$ cat config.mk
export PLATFORM = sky130hd
export DESIGN_NAME = oc_gate_combiner
export DESIGN_NICKNAME = d
export VERILOG_FILES = /design/src/rtl/oc_pkg.sv /design/src/rtl/oc_tick_gen.sv /design/src/rtl/oc_cmd_latch.sv /design/src/rtl/oc_thermal_restart.sv /design/src/rtl/oc_gate_combiner.sv
export SDC_FILE = /design/constraint.sdc
export NUM_CORES = 1
export LEC_CHECK = 0
export ABC_CLOCK_PERIOD_IN_PS = 1600
export CAP_MARGIN = 20
export CORE_ASPECT_RATIO = 0.75
export CORE_MARGIN = 3
export CORE_UTILIZATION = 50
export CTS_CLUSTER_SIZE = 10
export DETAILED_ROUTE_END_ITERATION = 12
export HOLD_SLACK_MARGIN = 0.06
export PLACE_DENSITY = 0.83
export SYNTH_ARGS = -nofsm -noshare
export SYNTH_HDL_FRONTEND = slang
export SYNTH_SLANG_ARGS = --single-unit
$ cat constraint.sdc
create_clock -name clk -period 1.6 [get_ports clk]
set_input_delay 0.24 -clock clk [delete_from_list [all_inputs] [get_ports clk]]
set_output_delay 0.24 -clock clk [all_outputs]
set_load 0.05 [all_outputs]
$ cat src/rtl/oc_pkg.sv
`timescale 1ns/1ps
package oc_pkg;
  localparam int CTRL_W = 4;

  typedef enum logic {OP_OR = 1'b0, OP_AND = 1'b1} op_e;

  typedef enum logic [2:0] {
    CK_DIAG, CK_READBACK, CK_ECHO, CK_OR, CK_AND, CK_OTHER
  } cmd_kind_e;

  // Control field classification; only CK_OR and CK_AND touch state.
  function automatic cmd_kind_e decode_ctrl(input logic [CTRL_W-1:0] c);
    cmd_kind_e k;
    case (c)
      4'b0000: k = CK_DIAG;
      4'b1100: k = CK_READBACK;
      4'b1010: k = CK_ECHO;
      4'b0011: k = CK_OR;
      4'b1111: k = CK_AND;
      default: k = CK_OTHER;
    endcase
    return k;
  endfunction

  // Normalise a parallel pin to "channel requested on".
  function automatic logic pin_active(input logic pin, input logic prg,
                                      input logic unconnected);
    if (unconnected) return 1'b0;
    return prg ? pin : ~pin;
  endfunction

  // Merge the parallel request with the serial bit.
  function automatic logic combine(input logic act, input logic dat,
                                   input op_e op);
    return (op == OP_AND) ? (act & dat) : (act | dat);
  endfunction
endpackage

$ cat src/rtl/oc_tick_gen.sv
`timescale 1ns/1ps
module oc_tick_gen #(
  parameter int DIV = 8
) (
  input  logic clk,
  input  logic rst_n,
  output logic tick
);
  generate
    if (DIV <= 1) begin : g_every
      assign tick = 1'b1;
    end else begin : g_div
      localparam int W = $clog2(DIV);
      logic [W-1:0] cnt;
      always_ff @(posedge clk or negedge rst_n) begin
        if (!rst_n)                  cnt <= '0;
        else if (cnt == W'(DIV - 1)) cnt <= '0;
        else                         cnt <= cnt + 1'b1;
      end
      assign tick = (cnt == W'(DIV - 1));

      // ticks are isolated single-clock pulses
      a_r9_tick_sparse: assert property (@(posedge clk) disable iff (!rst_n)
        tick |=> !tick);
    end
  endgenerate
endmodule

$ cat src/rtl/oc_cmd_latch.sv
`timescale 1ns/1ps
module oc_cmd_latch
  import oc_pkg::*;
#(
  parameter int NCH = 4
) (
  input  logic                  clk,
  input  logic                  rst_n,
  input  logic                  cmd_valid,
  input  logic [CTRL_W+NCH-1:0] cmd_word,
  output logic [NCH-1:0]        data_q,
  output op_e                   op_q
);
  localparam int CMD_W = CTRL_W + NCH;

  cmd_kind_e kind;
  logic      load_evt;

  assign kind     = decode_ctrl(cmd_word[CMD_W-1 -: CTRL_W]);
  assign load_evt = cmd_valid && ((kind == CK_OR) || (kind == CK_AND));

  always_ff @(posedge clk or negedge rst_n) begin
    if (!rst_n) begin
      data_q <= '0;
      op_q   <= OP_OR;
    end else if (load_evt) begin
      data_q <= cmd_word[NCH-1:0];
      op_q   <= (kind == CK_AND) ? OP_AND : OP_OR;
    end
  end

  // non-loading commands keep data and operator
  a_r6_hold_other: assert property (@(posedge clk) disable iff (!rst_n)
    (cmd_valid && !load_evt) |=> ($stable(data_q) && $stable(op_q)));

  // operator only moves on a strobe
  a_r7_op_latched: assert property (@(posedge clk) disable iff (!rst_n)
    !cmd_valid |=> $stable(op_q));

  // AND load takes the data field and the operator
  a_r5_and_load: assert property (@(posedge clk) disable iff (!rst_n)
    (cmd_valid && (kind == CK_AND)) |=>
      ((op_q == OP_AND) && (data_q == $past(cmd_word[NCH-1:0]))));
endmodule

$ cat src/rtl/oc_thermal_restart.sv
`timescale 1ns/1ps
module oc_thermal_restart #(
  parameter int NCH    = 4,
  parameter int PHASES = 16
) (
  input  logic           clk,
  input  logic           rst_n,
  input  logic           tick,
  input  logic [NCH-1:0] ot_flag,
  output logic [NCH-1:0] allow
);
  localparam int PW = $clog2(PHASES);
  localparam logic [PW-1:0] LAST = PW'(PHASES - 1);

  generate
    for (genvar ch = 0; ch < NCH; ch++) begin : g_ch
      logic [PW-1:0] phase;
      always_ff @(posedge clk or negedge rst_n) begin
        if (!rst_n)            phase <= '0;
        else if (!ot_flag[ch]) phase <= '0;
        else if (tick)         phase <= (phase == LAST) ? '0 : phase + 1'b1;
      end
      // Off phases first, the last phase of each cycle is the restart window.
      assign allow[ch] = !ot_flag[ch] || (phase == LAST);

      // a restart window lasts one tick only
      a_r9_one_window: assert property (@(posedge clk) disable iff (!rst_n)
        (ot_flag[ch] && allow[ch] && tick) |=> (!allow[ch] || !ot_flag[ch]));
    end
  endgenerate
endmodule

$ cat src/rtl/oc_gate_combiner.sv
`timescale 1ns/1ps
module oc_gate_combiner
  import oc_pkg::*;
#(
  parameter int NCH            = 4,
  parameter int TICK_DIV       = 8,
  parameter int RESTART_PHASES = 16
) (
  input  logic                  clk,
  input  logic                  rst_n,
  input  logic                  prg,
  input  logic [NCH-1:0]        par_in,
  input  logic [NCH-1:0]        par_open,
  input  logic                  cmd_valid,
  input  logic [CTRL_W+NCH-1:0] cmd_word,
  input  logic [NCH-1:0]        ot_flag,
  output logic [NCH-1:0]        gate_en
);
  logic [NCH-1:0] data_q;
  op_e            op_q;
  logic           tick;
  logic [NCH-1:0] allow;
  logic [NCH-1:0] par_act;
  logic [NCH-1:0] comb_on;

  oc_cmd_latch #(.NCH(NCH)) u_cmd (
    .clk(clk), .rst_n(rst_n), .cmd_valid(cmd_valid), .cmd_word(cmd_word),
    .data_q(data_q), .op_q(op_q)
  );

  oc_tick_gen #(.DIV(TICK_DIV)) u_tick (
    .clk(clk), .rst_n(rst_n), .tick(tick)
  );

  oc_thermal_restart #(.NCH(NCH), .PHASES(RESTART_PHASES)) u_therm (
    .clk(clk), .rst_n(rst_n), .tick(tick), .ot_flag(ot_flag), .allow(allow)
  );

  generate
    for (genvar ch = 0; ch < NCH; ch++) begin : g_out
      assign par_act[ch] = pin_active(par_in[ch], prg, par_open[ch]);
      assign comb_on[ch] = combine(par_act[ch], data_q[ch], op_q);

      always_ff @(posedge clk or negedge rst_n) begin
        if (!rst_n) gate_en[ch] <= 1'b0;
        else        gate_en[ch] <= comb_on[ch] & allow[ch];
      end

      // AND mode with a cleared serial bit keeps the channel off
      a_r4_and_off: assert property (@(posedge clk) disable iff (!rst_n)
        ((op_q == OP_AND) && !data_q[ch]) |=> !gate_en[ch]);

      // OR mode with a set serial bit turns the channel on
      a_r3_or_on: assert property (@(posedge clk) disable iff (!rst_n)
        ((op_q == OP_OR) && data_q[ch] && allow[ch]) |=> gate_en[ch]);

      // outside the restart window an overheated channel is off
      a_r9_hot_off: assert property (@(posedge clk) disable iff (!rst_n)
        (ot_flag[ch] && !allow[ch]) |=> !gate_en[ch]);
    end
  endgenerate
endmodule

== After elaboration in Yosys (flattened, before gate mapping) ==
Index checks and enable logic that the tools add are counted.

* Bits of input ports: 24
* Logic and storage cells: 93
* Bits in registers: 28
* Output and inout port bits: 4

* Bitwise operators: 16
* Reductions and logical operators: 11
* Add/sub/neg operators: 5
* Equality and inequality tests: 15
* Multiplexer cells: 35

{| class="wikitable"
|+ Operators by type and width
! cell !! number
|-
| 4-bit 2-to-1 mux || 12
|-
| 4-bit == test (second input constant) || 7
|-
| 1-bit 2-to-1 mux || 21
|-
| 4-bit by 1-bit adder with 4-bit output (second input constant) || 4
|-
| 3-bit one-hot mux with 5 select lines || 1
|-
| 1-bit bitwise AND || 8
|-
| 2-bit by 1-bit != test with 1-bit output (second input constant) || 4
|-
| 3-bit == test (second input constant) || 2
|-
| 1-bit logical OR || 5
|-
| 4-bit by 2-bit == test with 1-bit output (second input constant) || 1
|-
| 1-bit logical NOT || 4
|-
| 4-bit logical NOT || 1
|-
| 1-bit NOT || 4
|-
| 1-bit OR || 4
|-
| 3-bit by 1-bit adder with 3-bit output (second input constant) || 1
|-
| 3-bit by 2-bit == test with 1-bit output (second input constant) || 1
|-
| 3-bit 2-to-1 mux || 1
|-
| 1-bit logical AND || 1
|}

== Longest topological paths before layout ==
* Depth after elaboration: 6
* Mapped depth: 7

== Hierarchy ==
From an unflattened synthesis, not the netlist that was laid out.

* Cells, all modules: 131
* Area, all modules: 1,375.1 um^2

{| class="wikitable"
|+ Modules (own cells, without submodules)
! module !! area each (um^2) !! instances !! cells an instance !! seq. area each (um^2)
|-
| oc_thermal_restart || 822.0 || 1 || 83 || 400.4
|-
| oc_gate_combiner || 229.0 || 1 || 26 || 100.1
|-
| oc_cmd_latch || 220.2 || 1 || 16 || 125.1
|-
| oc_tick_gen || 103.8 || 1 || 6 || 75.1
|}

== Worst setup path before layout ==
OpenSTA, ideal clock, no wires.

* Kind: register to register
* Start point: reg u_tick.g_div.cnt[0]
* End point: reg u_therm.g_ch[0].phase[3]
* Arrival time: 1.321 ns
* Clock period less this slack: 1.441 ns
* Stages on the path, launching flop included: 7
* Setup slack: 0.159 ns
* Data required time: 1.480 ns
* Buffers on the path: 2
* Path through: dfrtp_1 ha_1 ha_1 buf_6 buf_4 a41o_1 o211a_1

* Longest elaborated chain between the ends: 2

{| class="wikitable"
|+ RTL lines
! what !! RTL line !! text
|-
| from (decl) || oc_tick_gen.sv:14 || <nowiki>logic [W-1:0] cnt;</nowiki>
|-
| from (signal assigned) || oc_tick_gen.sv:18 || <nowiki>else cnt <= cnt + 1'b1;</nowiki>
|-
| 3-bit == test || oc_tick_gen.sv:20 || <nowiki>assign tick = (cnt == W'(DIV - 1));</nowiki>
|-
| 2-bit by 1-bit != test with 1-bit output (no line) || n/a ||
|-
| to (signal assigned) || oc_thermal_restart.sv:21 || <nowiki>else if (tick) phase <= (phase == LAST) ? '0 : phase + 1'b1;</nowiki>
|-
| to (decl) || oc_thermal_restart.sv:17 || <nowiki>logic [PW-1:0] phase;</nowiki>
|}

Every way passes these cells.
A chain may end at the register's enable or synchronous reset.

== Final worst setup path ==
* Start point: reg u_tick.g_div.cnt[0]
* End point: reg u_therm.g_ch[0].phase[2]

Same word-level chain as after synthesis.

==> metrics.csv <==
stage,metric,value,unit
status,status,completed,
pwr,p_leak,0.8221,nW
place,gp_congestion,0.7826,
place,dp_hpwl,2021,um
sta,finalHoldViolCount,0,
grt,antenna_found_initial,0,
place,place_area,1695,um2
cells_and_area,postLayoutCellArea,1753,um2
setup_path,cp.required,1.77,ns
grt,grt_pass1_wl,4636,um
sta,worst_slack,0.07197,ns
pwr,power_density,800.0,nW/um2
setup_path,cp-start-kind,flip-flop,
setup_path,critPathTopFamily,adder cells,
sta,setup_violations,0,
synth,synth_largest_area_cell,dfrtp_1,
synth,ys_async_sr_fraction,100.0,%
synth,synth-edff-count,0,
sta,maxSlewViolCount,0,
cells_and_area,mostFrequentLayoutCells,"dfrtp_1, clkdlybuf4s50_1, nand2_1",
clock_tree,path_clk_slew,0.09,ns
detailed_routing,via_per_inst,5.425,
detailed_routing,ant_nets,0,
synth,ys_ff_latch,28,
clock_tree,cts_made_buffers,3,
cells_and_area,multiInputGateArea,656.9,um2
detailed_routing,totalWireLength,2687,um
cells_and_area,syn2layout_area_growth,25.88,%
detailed_routing,vias,1047,
synth,synthesis.nets,158,
setup_path,cpPeakStageDelay,0.37,ns
setup_path,slowest_stage,dfrtp_1,
sta,rsz0062_at_grt,false,
floorplanning,start_util,56.21,%
floorplanning,die_area,3461,um2
setup_path,crit_fanout,11,
cells_and_area,n_antenna_cell,0,
detailed_routing,routedWlPerCell,13.92,um
sta,maxSlewHeadroom,76.50,%
place,pre_cts_slack,-0.02641,ns
cells_and_area,fillers,204,
pwr,power.share.clock,30.6,%
sta,post-route-period-util,95.50,%
setup_path,arrival,1.69,ns
cells_and_area,layout_commonest_cell,dfrtp_1,
cells_and_area,final_layout_size_suffix_gt1_share,11.32,%
sta,clock_skew,0.007328,ns
setup_path,cp-startpoint,u_tick.g_div.cnt[0],
grt,grt_max_degree,29,
grt,grt.total_usage,17.84,%
clock_tree,clock_sink_count,28,
setup_path,r2r_start,u_tick.g_div.cnt[0],
pwr,p_seq_share,54.8,%
synth,netlist_area,1393,um2
synth,yosysSeqAreaShare,50.31,%
pwr,pwr-share-comb,14.6,%
detailed_routing,drc,0,
clock_tree,cts_tree,built,
synth,synth_cell_types,27,
synth,synth.top_cell.area_share,50.31,%
floorplanning,rows,15,
pwr,switchingPower,0.3286,mW
worst_hold_path,min_path_type,input pin to async pin,
synth,syn_inst,128,
grt,first_global_vias,1076,
floorplanning,die_h,51.71,um
synth,ys.flop_type,dfrtp_1,
pwr,peakVddDrop,0.7208,mV
floorplanning,io_pins,28,
setup_path,path_cells,"ha_1, ha_2, buf_4, nand2_1, xnor2_1, and2_1",
sta,worst_pin_slew,0.3525,ns
detailed_routing,firstDrtPassIters,4,
synth,avgSynthCellArea,10.88,um2
flow_run,maxCapViolCount,0,
place,port_buffers,27,
cells_and_area,final_core_util,70.76,%
setup_path,worstSetupPathType,flip-flop to flip-flop,
pwr,sw_frac_of_total,23.43,%
clock_tree,clock_path_buffers,2,
clock_tree,root_buffer,clkbuf_8,
grt,overflow,0,
clock_tree,hold_buffers,0,
cells_and_area,seqCellArea,700.7,um2
synth,yosysWarnings,0,
sta,fin_crit,1.528,ns
setup_path,cp_num_buf_inv,1,
cells_and_area,fin_nets,190,
sta,fmax,654.4,MHz
clock_tree,clk_latency,0.27,ns
clock_tree,htreeDepth,1,
synth,ys_top_cells_by_area,"dfrtp_1, ha_1, mux2i_1",
floorplanning,coreArea,2477,um2
setup_path,endpoint_kind,flip-flop,
floorplanning,die_w,66.94,um
pwr,p_int,1.074,mW
detailed_routing,drt_iter0_drc,25,
[sequential cells by signal, indices dropped and copies added, names as in the netlist]
| name | count |
|---|---|
| u_tick.g_div.cnt | 3 |
| gate_en | 4 |
| u_cmd.op_q | 1 |
| u_cmd.data_q | 4 |
| u_therm.g_ch.phase | 16 |
[metrics by stage]
stage          power (mW)  hold slack (ns)  instances  TNS (ns)
6_report            1.402           0.3424        193         0
3_5_place_dp       0.9887           0.4410        189  -0.07189
5_1_grt             1.482           0.3659        193         0
4_1_cts             1.425           0.3528        193         0
3_3_place_gp       0.9800           0.4134        189         0
2_1_floorplan      0.8781         -0.05559        128         0
[metal layers]
layer | part of all wire, % | up-vias | wire length, um | GRT usage (%)
met2 | 53 | 29 | 1421 | 32.89
met5 | 0 | - | 0 | 0
met3 | 5.0 | 0 | 135 | 4.536
met1 | 42 | 506 | 1130 | 21.20
li1 | - | 512 | - | -
met4 | 0 | 0 | 0 | 3.030
[final timing paths]
check,to,slack [ns],cells past startpoint
max reg2reg,u_therm.g_ch[0].phase[2],0.07,6
min reg2reg,u_tick.g_div.cnt[0],0.45,1
max in group asynchronous,gate_en[1],0.99,2
min in group clk,u_tick.g_div.cnt[0],0.45,1
min,u_cmd.data_q[3],0.34,2
max,u_therm.g_ch[0].phase[2],0.07,6
[timing repair]
| item | in CTS | in global routing |
|---|---|---|
| gates resized for setup | 1 | 0 |
| endpoints found under the setup margin | 1 | 0 |
| buffers inserted | 0 | 0 |
[final cells by class]
type	count	share of cell area, %
inverters	4	0.8565
well taps	34	2.427
flip-flops and latches	28	39.97
clock buffers	4	3.141
multi-input cells	93	37.47
repair buffers	30	16.13
[cells in the mapped netlist, drive strengths merged, types with 3 or more instances]
cell and n:
dfrtp 28, inv 4, a21oi 5, o21ai 3, nand2 18, nand3 7
o22ai 4, xnor2 4, and2 5, and3 4, mux2i 7, xor2 5
ha 6, mux2 4, nor2b 7, a31oi 3
[power groups by stage]
stage / Clock [mW] / Combinational [mW] / Sequential (mW)
after floorplan: 0 / 0.0834 / 0.795
after global placement: 0 / 0.200 / 0.780
after detailed placement: 0 / 0.207 / 0.782
after CTS: 0.448 / 0.208 / 0.768
after global routing: 0.479 / 0.228 / 0.775
final: 0.429 / 0.205 / 0.768
[logic make-up after synthesis]
kind of cell | after synthesis | share of synthesized area (%)
flip-flops | 28 | 50.31
AO/OA/AOI/OAI | 22 | 11.32
adder cells (fa/ha/maj) | 6 | 5.391
buffers and inverters | 7 | 2.695
XOR/XNOR | 9 | 5.660
multiplexers | 11 | 8.266
AND/OR/NAND/NOR | 45 | 16.35
Note: power is estimated with default switching activity, not from simulation.
